<file path="src/rtl/netif_ctl_pkg.sv">
package netif_ctl_pkg;
  typedef enum logic [1:0] {
    SEL_STAT = 2'd0,
    SEL_PCTL = 2'd1,
    SEL_PADR = 2'd2,
    SEL_NONE = 2'd3
  } reg_sel_e;

  // status word bit positions
  localparam int B_RST  = 15;
  localparam int B_AIR  = 14;
  localparam int B_ATN  = 13;
  localparam int B_IEN  = 12;
  localparam int B_PEN  = 11;
  localparam int B_PFLG = 9;
  localparam int B_IFLG = 8;
  localparam int B_AUX  = 5;
  localparam int B_BIG  = 4;

  // parity control bit positions
  localparam int P_ACK  = 8;
  localparam int P_SRC  = 7;
  localparam int P_HALF = 6;

  typedef struct packed {
    logic rst;
    logic air;
    logic atn;
    logic ien;
    logic pen;
    logic aux;
  } ctl_t;
endpackage

</file>
<file path="src/rtl/netif_ctl_bits.sv">
module netif_ctl_bits
  import netif_ctl_pkg::*;
#(
  parameter int DATA_W = 16
) (
  input  logic              clk_i,
  input  logic              rst_ni,
  input  logic              we_i,
  input  logic [DATA_W-1:0] wdata_i,
  output ctl_t              ctl_o
);
  always_ff @(posedge clk_i or negedge rst_ni) begin
    if (!rst_ni) begin
      ctl_o <= '0;
    end else if (we_i) begin
      ctl_o.rst <= wdata_i[B_RST];
      ctl_o.air <= wdata_i[B_AIR];
      ctl_o.atn <= wdata_i[B_ATN];
      ctl_o.ien <= wdata_i[B_IEN];
      ctl_o.pen <= wdata_i[B_PEN];
      ctl_o.aux <= wdata_i[B_AUX];
    end
  end
endmodule

</file>
<file path="src/rtl/netif_perr_capture.sv">
module netif_perr_capture #(
  parameter int ADDR_W = 20
) (
  input  logic              clk_i,
  input  logic              rst_ni,
  input  logic              err_i,
  input  logic [ADDR_W-1:0] addr_i,
  input  logic              src_i,
  input  logic              half_i,
  input  logic              ack_i,
  output logic              valid_o,
  output logic [ADDR_W-1:0] addr_o,
  output logic              src_o,
  output logic              half_o
);
  logic load;

  // ack frees the slot; an error on the same edge takes it at once
  assign load = err_i && (ack_i || !valid_o);

  always_ff @(posedge clk_i or negedge rst_ni) begin
    if (!rst_ni) begin
      valid_o <= 1'b0;
      addr_o  <= '0;
      src_o   <= 1'b0;
      half_o  <= 1'b0;
    end else if (load) begin
      valid_o <= 1'b1;
      addr_o  <= addr_i;
      src_o   <= src_i;
      half_o  <= half_i;
    end else if (ack_i) begin
      valid_o <= 1'b0;
      addr_o  <= '0;
      src_o   <= 1'b0;
      half_o  <= 1'b0;
    end
  end
endmodule

</file>
<file path="src/rtl/netif_ctl_regs.sv">
module netif_ctl_regs
  import netif_ctl_pkg::*;
#(
  parameter int DATA_W = 16,
  parameter int HI_W   = 4
) (
  input  logic                   clk_i,
  input  logic                   rst_ni,
  input  logic [1:0]             reg_sel_i,
  input  logic                   wr_en_i,
  input  logic [DATA_W-1:0]      wdata_i,
  output logic [DATA_W-1:0]      rdata_o,
  input  logic [HI_W-1:0]        strap_haddr_i,
  input  logic                   strap_big_ram_i,
  input  logic                   ctrl_irq_i,
  input  logic                   par_err_i,
  input  logic [DATA_W+HI_W-1:0] par_addr_i,
  input  logic                   par_src_i,
  input  logic                   par_half_i,
  output logic                   ctrl_rst_o,
  output logic                   ctrl_attn_o,
  output logic                   on_air_o,
  output logic                   aux_en_o,
  output logic                   irq_o
);
  localparam int ADDR_W = DATA_W + HI_W;

  ctl_t              ctl;
  logic              we_stat;
  logic              ack;
  logic              perr_valid;
  logic [ADDR_W-1:0] err_addr;
  logic              err_src;
  logic              err_half;
  logic [DATA_W-1:0] stat_word;
  logic [DATA_W-1:0] pctl_word;

  assign we_stat = wr_en_i && (reg_sel_i == SEL_STAT);
  assign ack     = wr_en_i && (reg_sel_i == SEL_PCTL) && wdata_i[P_ACK];

  netif_ctl_bits #(.DATA_W(DATA_W)) u_bits (
    .clk_i   (clk_i),
    .rst_ni  (rst_ni),
    .we_i    (we_stat),
    .wdata_i (wdata_i),
    .ctl_o   (ctl)
  );

  netif_perr_capture #(.ADDR_W(ADDR_W)) u_cap (
    .clk_i   (clk_i),
    .rst_ni  (rst_ni),
    .err_i   (par_err_i),
    .addr_i  (par_addr_i),
    .src_i   (par_src_i),
    .half_i  (par_half_i),
    .ack_i   (ack),
    .valid_o (perr_valid),
    .addr_o  (err_addr),
    .src_o   (err_src),
    .half_o  (err_half)
  );

  always_comb begin
    stat_word         = '0;
    stat_word[B_RST]  = ctl.rst;
    stat_word[B_AIR]  = ctl.air;
    stat_word[B_ATN]  = ctl.atn;
    stat_word[B_IEN]  = ctl.ien;
    stat_word[B_PEN]  = ctl.pen;
    stat_word[B_PFLG] = perr_valid;
    stat_word[B_IFLG] = ctrl_irq_i;
    stat_word[B_AUX]  = ctl.aux;
    stat_word[B_BIG]  = strap_big_ram_i;
    stat_word[HI_W-1:0] = strap_haddr_i;
  end

  always_comb begin
    pctl_word           = '0;
    pctl_word[P_SRC]    = err_src;
    pctl_word[P_HALF]   = err_half;
    pctl_word[HI_W-1:0] = err_addr[ADDR_W-1:DATA_W];
  end

  always_comb begin
    case (reg_sel_i)
      SEL_STAT: rdata_o = stat_word;
      SEL_PCTL: rdata_o = pctl_word;
      SEL_PADR: rdata_o = err_addr[DATA_W-1:0];
      default:  rdata_o = '0;
    endcase
  end

  assign ctrl_rst_o  = ctl.rst;
  assign ctrl_attn_o = ctl.atn && !ctl.rst;
  assign on_air_o    = ctl.air;
  assign aux_en_o    = ctl.aux;
  assign irq_o       = (ctrl_irq_i && ctl.ien) || (perr_valid && ctl.pen);
endmodule

</file>
<file path="config.mk">
export PLATFORM = sky130hd
export DESIGN_NAME = netif_ctl_regs
export DESIGN_NICKNAME = d
export VERILOG_FILES = /design/src/rtl/netif_ctl_pkg.sv /design/src/rtl/netif_ctl_bits.sv /design/src/rtl/netif_perr_capture.sv /design/src/rtl/netif_ctl_regs.sv
export SDC_FILE = /design/constraint.sdc
export NUM_CORES = 1
export LEC_CHECK = 0
export BUFFER_PORTS_ARGS = -buffer_cell sky130_fd_sc_hd__clkbuf_2
export CORE_MARGIN = 10
export CORE_UTILIZATION = 35
export DETAILED_ROUTE_END_ITERATION = 8
export PLACE_DENSITY_LB_ADDON = 0.1
export REMOVE_ABC_BUFFERS = 1
export SETUP_SLACK_MARGIN = 0.15
export SLEW_MARGIN = 20
export SYNTH_ARGS = -nofsm -noshare
export SYNTH_HDL_FRONTEND = slang
export SYNTH_SLANG_ARGS = --single-unit
</file>
<file path="constraint.sdc">
create_clock -name clk_i -period 1 [get_ports clk_i]
set_input_delay 0.2 -clock clk_i [delete_from_list [all_inputs] [get_ports clk_i]]
set_output_delay 0.2 -clock clk_i [all_outputs]
set_load 0.02 [all_outputs]
</file>
# Word-level counts from Yosys, hierarchy flattened
# Index checks and enable logic that the tools add are counted.
[word_totals] regBits=29 out_inout_bits=21 word_cells=32
[classes] eq_ne=2 mux=7 n_reduce_logical=13
[op_table] operator="16-bit case mux with 3 select lines" n=1
[op_table] operator="20-bit two-way mux" n=2
[op_table] operator="1-bit logical AND" n=7
[op_table] operator="1-bit two-way mux" n=4
[op_table] operator="2-bit by 1-bit == test with 1-bit output, second input constant" n=1
[op_table] operator="2-bit == test, second input constant" n=1
[op_table] operator="1-bit zero test" n=2
[op_table] operator="2-bit zero test" n=1
[op_table] operator="1-bit logical OR" n=2
[op_table] operator="2-bit nonzero test" n=1

# Longest topological paths before layout
[logic_depth] ltp_word=6 mapped_depth=5 mapped_depth_nobuf=3

# By module
# Synthesis repeated with hierarchy kept, for this count alone.
[unflattened] hier_cells=152 area_unflattened_um2=1781.7
[modules_own_cells] mod="netif_perr_capture" cells_each=100 area_per_inst_um2=1202.4 instances=1 seq_area_each_um2=575.6
[modules_own_cells] mod="netif_ctl_regs" cells_each=39 area_per_inst_um2=327.8 instances=1 seq_area_each_um2=0.0
[modules_own_cells] mod="netif_ctl_bits" cells_each=13 area_per_inst_um2=251.5 instances=1 seq_area_each_um2=150.1

# Worst setup path before layout
# Ideal clock, no wire load.
[synth_path] path_kind="input to output" from="in reg_sel_i[0]" to="out rdata_o[2]" slack_ns=-0.289 cell_stages=4 required_time_ns=0.800 n_path_buf=2 t_arrival_ns=1.089 path_cell_list="buf_6 buf_2 mux2i_1 o21ai_0"
[synth_via] elab_chain_len=2 elab_cells_between_ends=4 classes_between="eq/ne: 2; mux: 1; reduce/logical: 1"
[synth_rtl] element="start, declared" line_no="netif_ctl_regs.sv:9" text="input logic [1:0] reg_sel_i,"
[synth_rtl] element="2-bit == test, or another cell as far along" line_no="netif_ctl_regs.sv:85" text="case (reg_sel_i)"
[synth_rtl] element="16-bit case mux with 3 select lines (*)" line_no="netif_ctl_regs.sv:85"
[synth_rtl] element="end, declared" line_no="netif_ctl_regs.sv:12" text="output logic [DATA_W-1:0] rdata_o,"
# Every way passes the cells marked *; elsewhere a longest branch is shown, timed or not.

# Worst setup path after layout
[layout_path] from="reg u_cap.valid_o" to="out irq_o"
[layout_via] elab_chain_len=2
[layout_rtl] element="start, declared" line_no="netif_perr_capture.sv:11" text="output logic valid_o,"
[layout_rtl] element="start signal, assigned" line_no="netif_perr_capture.sv:23" text="valid_o <= 1'b0;"
[layout_rtl] element="start signal, assigned" line_no="netif_perr_capture.sv:28" text="valid_o <= 1'b1;"
[layout_rtl] element="start signal, assigned" line_no="netif_perr_capture.sv:33" text="valid_o <= 1'b0;"
[layout_rtl] element="1-bit logical AND" line_no="netif_ctl_regs.sv:97" text="assign irq_o = (ctrl_irq_i && ctl.ien) || (perr_valid && ctl.pen);"
[layout_rtl] element="1-bit logical OR" line_no="netif_ctl_regs.sv:97"
[layout_rtl] element="end, declared" line_no="netif_ctl_regs.sv:24" text="output logic irq_o"
# Every way passes these cells.

==> impl_metrics.tcl <==
set metrics [dict create \
    finalCriticalPeriod_ns 1.35 \
    maxCapViolCount 0 \
    grt_pass1_wl_um 7680 \
    via_per_inst 4.95 \
    worstHoldPathType "in2reg" \
    synth_edf_count 0 \
    synthTopCellsByArea "dfrtp_1 (51%), a22o_1 (15%), mux2i_1 (9.2%)" \
    synth.most_common_cell "dfrtp_1" \
    pre_cts_slack_ns -0.375 \
    area_growth_pct 71.8 \
    finalPower_mw 4.13 \
    routedWlPerCell_um 18.2 \
    design_area_um2 2440 \
    cp.required_ns 0.80 \
    drc 0 \
    ff2ff_setup_slack_ns -0.34 \
    outcome "finished, violations left" \
    rsz0062_at_grt "yes" \
    synth_flop_cell "dfrtp_1" \
    synth-compound-area-share_pct 19.5 \
    antenna_found_initial 0 \
    row_count 23 \
    clock_skew_ns 0.00427 \
    yosysWarnings 0 \
    multi_input_area_um2 644 \
    antenna_cells 0 \
    fin_ws_ns -0.352 \
    fmaxAchievable_mhz 739 \
    grt_overflow 0 \
    final_cells 260 \
    worstSetupEndpointType "output port" \
    crit_family "flip-flops" \
    finalHoldViolCount 0 \
    worst_pin_slew_ns 0.373 \
    dieArea_um2 7010 \
    critPathArrivalTime_ns 1.15 \
    crit_path_start_kind "flop" \
    synth-xor-area-share_pct 0 \
    ios 71 \
    layout.area.seq_um2 726 \
    cts_tree "built" \
    r2r_start "u_cap.valid_o" \
    violations "negative setup slack" \
    finalSetupTns_ns -11.01 \
    yosysUniqueCellTypes 18 \
    nets 259 \
    syn_avg_cell_area_um2 13.1 \
    synth_mux_area_share_pct 15.5 \
    synth_top_cell_area_share_pct 51.1 \
    drtAntennaViolNets 0 \
    ir_worst_vdd_mv 1.04 \
    drtIter0Drc 54 \
    die_width_um 83.7 \
    layout-drive-gt1-share_pct 57.1 \
    grt_max_degree 19 \
    path_cells "buf_6, a22o_1, clkbuf_8" \
    async_flop_share_pct 100 \
    grt_pass1_vias 1451 \
    critPathKind "reg2out" \
    clock_path_buffers 2 \
    htreeDepth 2 \
    relSlewSlack_pct 75.1 \
    gp_congestion 0.742 \
    p_leak_nw 1.28 \
    rr_worst_depth 7 \
    dieHeight_um 83.7 \
    dpl_cell_area_um2 1870 \
    fillers 341 \
    finalSetupViolCount 45 \
    p_per_area_nw_per_um2 1690 \
    ys_seq_area_share_pct 51.1 \
    path_buf_inv 2 \
    synthTopCellsByCount "dfrtp_1 (29), a22o_1 (25), mux2i_1 (13), nor2_1 (9)" \
    fp.coreArea_um2 3970 \
    dr_total_vias 1288 \
    path_clk_slew_ns 0.06 \
    cts.sinks 29 \
    yosys.area.top_type "dfrtp_1" \
    final_max_slew_viol_count 0 \
    synth_top_family_by_area "compound AO/OA/AOI/OAI gates" \
    clockRootBuffer "clkbuf_8" \
    crit_fanout 3 \
    hpwl_um 3070 \
    hold_path_end "u_cap.addr_o[1]" \
    clk_latency_ns 0.28 \
    finalCritPeriodShare_pct 135 \
    start_util_pct 35.8 \
    synth-seq-cells 29 \
    drt_pass1_iterations 4 \
    synth-simple-area-share_pct 8.19 \
    track_usage_pct 13.6 \
    dp.cells 225 \
    worst_path_max_delay_cell "dfrtp_1" \
    cpPeakStageDelay_ns 0.39 \
    synth_fa_ha_area_share_pct 0 \
    syn_area_um2 1420 \
    numCtsBuffers 5 \
    hold_depth 2 \
    port_buffers 61 \
    drt_wl_total_um 4730 \
    synthCells 108 \
    r2r-end "u_cap.addr_o[0]" \
    min_from "par_addr_i[1]" \
]
[layer usage]
metal  wire (µm)  track usage (%)
met5           0                0
met4          56             3.96
met3         342             6.25
met2        2290             21.9
met1        2040             15.8
[per-stage QoR]
step                      util [%]  hold WS [ns]
after floorplan                  -       -0.0956
after global placement        47.0         0.119
after detailed placement      47.0         0.118
after CTS                     58.9         0.127
after global routing          61.4         0.130
final                         61.4         0.134
[where the power goes]
group	total (mW)	switching [mW]	leakage, nW	internal [mW]
Sequential	1.55	0.140	0.363	1.41
Clock	1.24	0.433	0.0585	0.811
Combinational	1.34	0.533	0.856	0.805
Total	4.13	1.11	1.28	3.02
[placed cells by master, fill, tap and decap left out]
| cell | n |
|---|---|
| dlygate4sd3_1 | 1 |
| clkbuf_2 | 39 |
| dfrtp_1 | 29 |
| nor2b_1 | 2 |
| mux2_4 | 6 |
| a22o_1 | 25 |
| bufinv_16 | 1 |
| buf_16 | 3 |
| buf_6 | 13 |
| buf_12 | 6 |
| buf_2 | 8 |
| buf_4 | 24 |
| mux2i_1 | 13 |
| nor2_1 | 9 |
| nand2_1 | 4 |
| and2_4 | 1 |
| a21boi_4 | 3 |
| a21o_1 | 1 |
| nand4b_4 | 1 |
| nor2b_2 | 1 |
| inv_1 | 1 |
| o21ai_1 | 4 |
| nor3b_4 | 1 |
| clkbuf_8 | 8 |
| clkbuf_16 | 1 |
| clkbuf_1 | 1 |
| buf_8 | 4 |
[worst max path at each step]
stage                             start  slack [ns]  cells after the start          endpoint
after global placement     reg_sel_i[0]       -0.35                      4  u_cap.addr_o[11]
after global routing      u_cap.valid_o       -0.39                      4        rdata_o[9]
after CTS                 u_cap.valid_o       -0.36                      3             irq_o
final                     u_cap.valid_o       -0.35                      3             irq_o
after floorplan           u_cap.valid_o       -0.22                      2   u_cap.addr_o[0]
after detailed placement   reg_sel_i[1]       -0.37                      4  u_cap.addr_o[16]
[state kept, by name, indices dropped and copies added (netlist names)]
signal         cells
u_bits.ctl_o       6
u_cap.addr_o      20
u_cap.half_o       1
u_cap.src_o        1
u_cap.valid_o      1
[kinds of logic (layout without fill, tap and decap cells)]
group / count (synthesis) / in the layout
simple gates: 19 / 19
mux: 19 / 19
buf+inv: 9 / 110
compound gates: 32 / 33
flops: 29 / 29
[final cells by class]
| type | instances | share of cell area, % |
|---|---|---|
| multi-input combinational | 71 | 26.4 |
| clock inverter | 1 | 1.23 |
| inverter | 1 | 0.154 |
| timing repair buffer | 101 | 36.4 |
| sequential | 29 | 29.7 |
| clock buffer | 7 | 3.54 |
| tap | 50 | 2.56 |
[timing repair]
item	CTS	global route
pin swaps	4	1
endpoints found under the setup margin	49	50
hold buffers	1	0
gates resized for setup	37	26
gates cloned	4	0
endpoints found under the hold margin	11	0
setup buffers	14	8
Power figures use the tool's default switching activity.
